==> config.mk <==
export PLATFORM = sky130hd
export DESIGN_NAME = dspace_router
export DESIGN_NICKNAME = d
export VERILOG_FILES = /design/src/rtl/dspace_pkg.sv /design/src/rtl/dspace_ram.sv /design/src/rtl/dspace_sp.sv /design/src/rtl/dspace_route.sv /design/src/rtl/dspace_router.sv
export SDC_FILE = /design/constraint.sdc
export NUM_CORES = 2
export LEC_CHECK = 0
export ABC_CLOCK_PERIOD_IN_PS = 10400
export BUFFER_PORTS_ARGS = -buffer_cell sky130_fd_sc_hd__buf_4
export CAP_MARGIN = 10
export CORE_ASPECT_RATIO = 1.4
export CORE_MARGIN = 8
export CORE_UTILIZATION = 56
export DETAILED_ROUTE_END_ITERATION = 6
export PLACE_DENSITY = 0.72
export SYNTH_ARGS = -nofsm -noshare
export SYNTH_HDL_FRONTEND = slang
export SYNTH_HIERARCHICAL = 1
export SYNTH_SLANG_ARGS = --single-unit
export TNS_END_PERCENT = 1
==> constraint.sdc <==
create_clock -name clk -period 10.4 [get_ports clk]
set_input_delay 1.56 -clock clk [delete_from_list [all_inputs] [get_ports clk]]
set_output_delay 1.56 -clock clk [all_outputs]
set_load 0.005 [all_outputs]
==> src/rtl/dspace_pkg.sv <==
package dspace_pkg;

    // Which path serves the current cycle
    typedef enum logic [2:0] {
        RT_IDLE,
        RT_LOW_RAM,
        RT_HIGH_RAM,
        RT_SFR,
        RT_PUSH,
        RT_POP
    } route_e;

    // Stack side effect requested of the pointer
    typedef struct packed {
        logic inc;
        logic dec;
    } sp_step_t;

    // Priority: push, pop, then the plain access split by half and mode
    function automatic route_e pick_route(
        input logic push,
        input logic pop,
        input logic rd,
        input logic wr,
        input logic indirect,
        input logic upper
    );
        if (push)             return RT_PUSH;
        else if (pop)         return RT_POP;
        else if (!(rd || wr)) return RT_IDLE;
        else if (!upper)      return RT_LOW_RAM;
        else if (indirect)    return RT_HIGH_RAM;
        else                  return RT_SFR;
    endfunction

endpackage

==> src/rtl/dspace_ram.sv <==
module dspace_ram #(
    parameter int unsigned ADDR_W = 8,
    parameter int unsigned DATA_W = 8
) (
    input  logic              clk,
    input  logic              we,
    input  logic [ADDR_W-1:0] waddr,
    input  logic [DATA_W-1:0] wdata,
    input  logic [ADDR_W-1:0] raddr,
    output logic [DATA_W-1:0] rdata
);
    localparam int unsigned BANKS      = 2;
    localparam int unsigned BANK_DEPTH = (1 << ADDR_W) / BANKS;
    localparam int unsigned OFF_W      = ADDR_W - 1;

    logic [DATA_W-1:0] bank_rd [BANKS];

    // Lower and upper halves are separate arrays, selected by the address MSB
    for (genvar b = 0; b < BANKS; b++) begin : g_bank
        logic [DATA_W-1:0] mem [BANK_DEPTH];

        always_ff @(posedge clk) begin
            if (we && (waddr[ADDR_W-1] == 1'(b))) begin
                mem[waddr[OFF_W-1:0]] <= wdata;
            end
        end

        assign bank_rd[b] = mem[raddr[OFF_W-1:0]];
    end

    assign rdata = bank_rd[raddr[ADDR_W-1]];

endmodule

==> src/rtl/dspace_sp.sv <==
module dspace_sp
    import dspace_pkg::*;
#(
    parameter int unsigned       ADDR_W   = 8,
    parameter logic [ADDR_W-1:0] SP_RESET = 'h07
) (
    input  logic              clk,
    input  logic              rst,
    input  sp_step_t          step,
    output logic [ADDR_W-1:0] sp,
    output logic [ADDR_W-1:0] sp_up
);
    assign sp_up = sp + 1'b1;

    always_ff @(posedge clk) begin
        if (rst) begin
            sp <= SP_RESET;
        end else if (step.inc) begin
            sp <= sp_up;
        end else if (step.dec) begin
            sp <= sp - 1'b1;
        end
    end

endmodule

==> src/rtl/dspace_route.sv <==
module dspace_route
    import dspace_pkg::*;
#(
    parameter int unsigned       ADDR_W   = 8,
    parameter int unsigned       DATA_W   = 8,
    parameter logic [DATA_W-1:0] FILL_VAL = '0
) (
    input  logic [ADDR_W-1:0] acc_addr,
    input  logic              acc_indirect,
    input  logic              acc_rd,
    input  logic              acc_wr,
    input  logic [DATA_W-1:0] acc_wdata,
    input  logic              stk_push,
    input  logic              stk_pop,
    input  logic [ADDR_W-1:0] sp,
    input  logic [ADDR_W-1:0] sp_up,
    input  logic [DATA_W-1:0] ram_rdata,
    input  logic [DATA_W-1:0] sfr_rdata,
    input  logic              sfr_hit,
    output logic              ram_we,
    output logic [ADDR_W-1:0] ram_waddr,
    output logic [ADDR_W-1:0] ram_raddr,
    output logic [DATA_W-1:0] ram_wdata,
    output sp_step_t          step,
    output logic [ADDR_W-1:0] sfr_addr,
    output logic              sfr_rd,
    output logic              sfr_wr,
    output logic [DATA_W-1:0] sfr_wdata,
    output logic [DATA_W-1:0] rd_data
);
    route_e route;

    always_comb begin
        route     = pick_route(stk_push, stk_pop, acc_rd, acc_wr,
                               acc_indirect, acc_addr[ADDR_W-1]);
        ram_we    = 1'b0;
        ram_waddr = acc_addr;
        ram_raddr = acc_addr;
        ram_wdata = acc_wdata;
        step      = '0;
        sfr_addr  = '0;
        sfr_rd    = 1'b0;
        sfr_wr    = 1'b0;
        sfr_wdata = '0;
        rd_data   = FILL_VAL;

        unique case (route)
            RT_PUSH: begin
                ram_we    = 1'b1;
                ram_waddr = sp_up;
                step.inc  = 1'b1;
            end
            RT_POP: begin
                ram_raddr = sp;
                rd_data   = ram_rdata;
                step.dec  = 1'b1;
            end
            RT_LOW_RAM, RT_HIGH_RAM: begin
                ram_we = acc_wr;
                if (acc_rd) rd_data = ram_rdata;
            end
            RT_SFR: begin
                sfr_addr  = acc_addr;
                sfr_rd    = acc_rd;
                sfr_wr    = acc_wr;
                sfr_wdata = acc_wdata;
                if (acc_rd && sfr_hit) rd_data = sfr_rdata;
            end
            default: ;
        endcase
    end

endmodule

==> src/rtl/dspace_router.sv <==
module dspace_router
    import dspace_pkg::*;
#(
    parameter int unsigned       ADDR_W   = 8,
    parameter int unsigned       DATA_W   = 8,
    parameter logic [ADDR_W-1:0] SP_RESET = 'h07,
    parameter logic [DATA_W-1:0] FILL_VAL = '0
) (
    input  logic              clk,
    input  logic              rst,
    input  logic [ADDR_W-1:0] acc_addr,
    input  logic              acc_indirect,
    input  logic              acc_rd,
    input  logic              acc_wr,
    input  logic [DATA_W-1:0] acc_wdata,
    input  logic              stk_push,
    input  logic              stk_pop,
    output logic [DATA_W-1:0] rd_data,
    output logic [ADDR_W-1:0] stk_ptr,
    output logic [ADDR_W-1:0] sfr_addr,
    output logic              sfr_rd,
    output logic              sfr_wr,
    output logic [DATA_W-1:0] sfr_wdata,
    input  logic [DATA_W-1:0] sfr_rdata,
    input  logic              sfr_hit
);
    logic              ram_we;
    logic [ADDR_W-1:0] ram_waddr;
    logic [ADDR_W-1:0] ram_raddr;
    logic [DATA_W-1:0] ram_wdata;
    logic [DATA_W-1:0] ram_rdata;
    logic [ADDR_W-1:0] sp_up;
    sp_step_t          step;

    dspace_sp #(.ADDR_W(ADDR_W), .SP_RESET(SP_RESET)) u_sp (
        .clk   (clk),
        .rst   (rst),
        .step  (step),
        .sp    (stk_ptr),
        .sp_up (sp_up)
    );

    dspace_route #(.ADDR_W(ADDR_W), .DATA_W(DATA_W), .FILL_VAL(FILL_VAL)) u_route (
        .acc_addr     (acc_addr),
        .acc_indirect (acc_indirect),
        .acc_rd       (acc_rd),
        .acc_wr       (acc_wr),
        .acc_wdata    (acc_wdata),
        .stk_push     (stk_push),
        .stk_pop      (stk_pop),
        .sp           (stk_ptr),
        .sp_up        (sp_up),
        .ram_rdata    (ram_rdata),
        .sfr_rdata    (sfr_rdata),
        .sfr_hit      (sfr_hit),
        .ram_we       (ram_we),
        .ram_waddr    (ram_waddr),
        .ram_raddr    (ram_raddr),
        .ram_wdata    (ram_wdata),
        .step         (step),
        .sfr_addr     (sfr_addr),
        .sfr_rd       (sfr_rd),
        .sfr_wr       (sfr_wr),
        .sfr_wdata    (sfr_wdata),
        .rd_data      (rd_data)
    );

    dspace_ram #(.ADDR_W(ADDR_W), .DATA_W(DATA_W)) u_ram (
        .clk   (clk),
        .we    (ram_we),
        .waddr (ram_waddr),
        .wdata (ram_wdata),
        .raddr (ram_raddr),
        .rdata (ram_rdata)
    );

endmodule

Word level (Yosys, flattened, before mapping). Memory sizes are Yosys's and may differ from the RTL's. Cells that the tools add are included.

Bits in registers: 8. Bits in writable memories: 2048. Word-level logic and storage cells: 45. Input port bits: 32. Memories: 2.

Reductions and logical operators: 6. Add/sub/neg operators: 2. Equality and inequality tests: 5. $lt $le $gt $ge: 1. Bitwise gates (word level): 2. Muxes and demuxes: 26.

Memory list: u_ram.g_bank[0].mem (depth 128, bits a word 8, rd ports 1, clocked after Yosys merged registers in 0, wr ports 1, line dspace_ram.sv:20) `logic [DATA_W-1:0] mem [BANK_DEPTH];`; u_ram.g_bank[1].mem (depth 128, bits a word 8, rd ports 1, clocked after Yosys merged registers in 0, wr ports 1, line dspace_ram.sv:20).

Operators with widths (number): 8-bit 2-to-1 mux (11); 8-bit case mux with 3 select lines (1); 3-bit 2-to-1 mux (4); 1-bit 2-to-1 mux (9); 8-bit by 1-bit adder with 8-bit output (second input constant) (1); 8-bit by 1-bit subtractor with 8-bit output (second input constant) (1); 3-bit by 2-bit == test with 1-bit output (second input constant) (2); 3-bit == test (second input constant) (2); 3-bit by 1-bit == test with 1-bit output (second input constant) (1); 1-bit logical AND (3); 2-bit greater-or-equal comparator (second input constant) (1); 1-bit NOT with 2-bit output (1); 1-bit case mux with 2 select lines (1); 2-bit nonzero test (1); 2-bit OR reduction (1); 1-bit logical OR (1); 1-bit NOT (1).

Longest topological paths before layout.
Depth in word-level cells: 13. Depth in mapped cells: 16.

Cells and area by module. The synthesis kept the hierarchy.

Modules (own cells, without submodules): dspace_ram (instances 1, sequential area each 61499.0 um^2, cells each 3742, area each 79970.4 um^2); dspace_sp (instances 1, sequential area each 160.2 um^2, cells each 68, area each 590.6 um^2); dspace_route (instances 1, sequential area each 0.0 um^2, cells each 63, area each 551.8 um^2).

Least setup slack after synthesis. OpenSTA, ideal clock, no wires.

Path kind: input port to output port. From: input stk_pop. To: output rd_data[6]. Stages: 13. Arrival time: 4.102 ns. Path buffers: 5. Slack: 4.738 ns. Cells stage by stage: nor2b_1 buf_4 mux2_2 buf_6 buf_12 buf_12 buf_6 mux4_2 a221oi_1 nor3_1 nor4_2 nor4_2 a22o_1.

Word-level cells in the longest chain between the ends: 10. Elaborated cells on any way between the ends: 16.

Ends and longest elaborated chain: from (decl) (line dspace_router.sv:17) `input logic stk_pop,`; 3-bit 2-to-1 mux * (line dspace_pkg.sv:29) `else if (pop) return RT_POP;`; 3-bit 2-to-1 mux * (line dspace_pkg.sv:28) `if (push) return RT_PUSH;`; 3-bit == test * (line dspace_route.sv:47) `unique case (route)`; 8-bit 2-to-1 mux * (line dspace_route.sv:47); via ram_raddr[0] (line dspace_router.sv:29) `logic [ADDR_W-1:0] ram_raddr;`; memory 128 x 8 bit; 8-bit 2-to-1 mux (not written as such) * (3 in series) (line dspace_ram.sv:31) `assign rdata = bank_rd[raddr[ADDR_W-1]];`; via ram_rdata[6] (line dspace_router.sv:31) `logic [DATA_W-1:0] ram_rdata;`; 8-bit 2-to-1 mux (line dspace_route.sv:60) `if (acc_rd) rd_data = ram_rdata;`; 8-bit case mux with 3 select lines * (line dspace_route.sv:47); to (decl) (line dspace_router.sv:18) `output logic [DATA_W-1:0] rd_data,`.

The timed path passes the listed nets; every way through them passes the cells marked *. The select of a mux whose other input is x is not followed.

Worst setup path in the final report.
From: input stk_push. To: output rd_data[0].

Word-level cells in the longest chain between the ends: 9. Elaborated cells on any way between the ends: 15.

Ends and longest elaborated chain: from (decl) (line dspace_router.sv:16) `input logic stk_push,`; 3-bit 2-to-1 mux * (line dspace_pkg.sv:28); 3-bit == test * (line dspace_route.sv:47); 8-bit 2-to-1 mux * (line dspace_route.sv:47); via ram_raddr[0] (line dspace_router.sv:29); memory 128 x 8 bit; 8-bit 2-to-1 mux (not written as such) * (3 in series) (line dspace_ram.sv:31); via ram_rdata[0] (line dspace_router.sv:31); 8-bit 2-to-1 mux (line dspace_route.sv:60); 8-bit case mux with 3 select lines * (line dspace_route.sv:47).

Marked as above.

==> impl_metrics.yaml <==
status:
  run_status: "finished, violations left"
  violations: "DRC"
synth:
  yosys_warnings: 6
  syn_inst: 3873
  netlist_area_um2: 81100
  synth_compound_area_frac: 0.0357
  ys_top_cells_by_count: "edfxtp_1, mux4_2, nor2_1, mux2i_1, a22oi_1"
  synthXorXnorAreaFrac: 0.000972
  synth-simple-area-share: 0.0293
  ys_seq_area_frac: 0.760
  synth_fa_ha_area_frac: 0.000309
  synth_nets: 3907
  synth_area_per_cell_um2: 20.9
  synth_top_family_by_area: "multiplexers"
  synth.area.mux_share: 0.150
  synth_flop_cell: "edfxtp_1"
  synth_top_cell_by_area: "edfxtp_1"
  ys_ff_latch: 2056
  yosys.cell_types.count: 80
  synth_area_leaders: "edfxtp_1, mux4_2, mux2i_1, mux4_1, nor2_1"
  async_reset_ff_frac: 0
  yosysMostFrequentCell: "edfxtp_1"
  synth_edf_count: 2048
  synth_top_area_frac: 0.758
final_layout:
  postLayoutCoreUtil: 0.613
  area_growth_pct: 8.93
  finalNetCount: 3979
  design_area_um2: 88400
  drive_above_1_share: 0.196
critical_path:
  worstReg2RegEnd: "u_ram/g_bank[1].mem[37][3]"
  crit_path_end_kind: "primary output"
  crit_end: "rd_data[0]"
  arrival_ns: 6.92
  critPathKind: "in -> out"
  reg2regPathDepth: 9
  rrSetupSlack_ns: 6.00
  critPathMaxFanout: 45
  r2r_start: "u_sp/sp[3]"
  cpPeakStageDelay_ns: 1.05
  crit_chain: "buf_4 > nor2b_1 > buf_4 > mux2_8 > buf_4 > buf_4 > mux2i_1 > o221ai_1 > a21oi_1 > o21ai_0 > a221oi_1 > nor4_1 > a22o_1 > buf_4"
  crit_required_ns: 8.84
  crit_start: "stk_push"
  critPathLaunchType: "input pin"
  crit_path_frequent_cell: "buf_4"
  worst_path_max_delay_cell: "nor4_1"
die:
  die-area_um2: 157000
  ios: 66
  initial_utilization: 0.563
  die_x_um: 338
  core-area_um2: 144000
  num_rows: 165
  fp.dieH_um: 466
global_route:
  antenna_found_initial: 2
  grt_pass1_vias: 39862
  grt_pass1_wl_mm: 279
  grt_overflow_total: 0
  track_usage: 0.243
  grt_max_degree: 161
timing:
  setup_violations: 0
  fmax_ghz: 0.118
  fin_skew_ns: 0.0302
  finalCritPeriodShare: 0.815
  slew_headroom: 0.159
  rsz0062_at_grt: "no"
  final_hold_viol_count: 0
  hold_ws_ns: 0.666
  tightestPinTransition_ns: 1.26
  report.final.slew_viol_count: 0
  final.setup.worst_slack_ns: 1.92
  min_period_ns: 8.48
  tns_ns: 0
placed_design:
  io_buffers: 65
  place_worst_setup_slack_ns: 2.04
  place.gp.congestion: 0.866
  dpl-instance-area_um2: 82800
  dp_hpwl_mm: 115
routing:
  vias_per_cell: 6.67
  dr.pass1.iters: 7
  drtAntennaViolNets: 0
  drc_errors: 5
  wl_mm: 193
  routedWlPerCell_um: 32.1
  drtIter0Drc: 5185
  via_count: 40058
cts:
  post_cts_resized: 0
  postCtsHoldBufs: 0
  cts_htree_levels: 4
  numCtsBuffers: 177
  clock-sinks: 2056
  path_clk_slew_ns: 0.06
  cts_root_buf: "clkbuf_16"
  clockBufferDepth: 3
  post_cts.repair.setup_buffers: 0
  cts_tree: "built"
  clk_latency_ns: 0.80
hold_path:
  hold_class: "reg -> reg"
  hold_start: "u_sp/sp[7]"
  whs_path_depth: 2
pwr:
  power_leakage_nw: 27.7
  powerDensity_nw_per_um2: 190
  ir_drop_v: 0.000187
flow_run:
  max-cap-violations: 0
==> state kept, by name, summed over array words and instances, names as in the netlist <==
| register | flops |
|---|---|
| u_ram/g_bank.mem | 2048 |
| u_sp/sp | 8 |
==> cells by family (layout without fill, tap and decap cells) <==
kind of cell	after synthesis	after routing
DFF	2056	2056
muxes	637	637
and+or+nand+nor	529	529
AOI/OAI and AO/OA	397	397
buffers and inverters	243	455
xor gates and xnor gates	9	9
adders and majority gates	2	2
other	0	1
==> cell type report <==
| class | instances | area, um2 |
|---|---|---|
| Sequential cell | 2056 | 61700 |
| Clock buffer | 217 | 4660 |
| Fill cell | 9718 | 55700 |
| Antenna cell | 1 | 2.50 |
| Timing Repair Buffer | 131 | 1130 |
| Clock inverter | 102 | 841 |
| Tap cell | 1920 | 2400 |
| Inverter | 5 | 18.8 |
| Multi-Input combinational cell | 1574 | 17600 |
==> power by group <==
group | internal, W | total, W | switching [W]
Combinational | 0.000457 | 0.00133 | 0.000876
Clock | 0.00346 | 0.00633 | 0.00287
Sequential | 0.00914 | 0.00915 | 0.0000125
==> stage by stage <==
stage                     total power (W)  cells
after global placement             0.0106   5685
after global routing               0.0172   6006
after floorplan                    0.0102   3873
final                              0.0168   6006
after CTS                          0.0169   6004
after detailed placement           0.0107   5685
==> how the worst min path moves through the flow <==
stage,slack [ns],to
floorplan,0.59,u_sp/sp[7]
finish,0.67,u_sp/sp[7]
global placement,0.64,u_sp/sp[7]
detailed placement,0.64,u_sp/sp[7]
CTS,0.66,u_sp/sp[7]
global route,0.70,u_sp/sp[2]
==> critical path: cells and delay by family <==
family	cells	cell delay [ns]
muxes	2	0.92
buffers and inverters	5	1.85
AOI/OAI and AO/OA	5	1.34
and+or+nand+nor	2	1.13
==> metal layers <==
layer	vias to the layer above	share of wire	global-route usage
li1	16314	-	-
met1	21055	0.36	0.322
met2	2249	0.50	0.396
met3	440	0.095	0.0475
met4	0	0.048	0.107
met5	-	0	0
==> cells in the final DEF, fill, tap and decap left out, types with 24 or more instances in the layout <==
cell and instances:
a21oi_1 63, a221oi_1 24, a22oi_1 124, buf_4 115
clkbuf_1 36, clkbuf_16 181, clkinv_1 52, edfxtp_1 2048
mux2i_1 174, mux4_1 59, mux4_2 385, nand2_1 88
nand3_1 25, nor2_1 300, o221ai_1 34, o22ai_1 46
No activity file was read; power rests on OpenSTA's default activity.
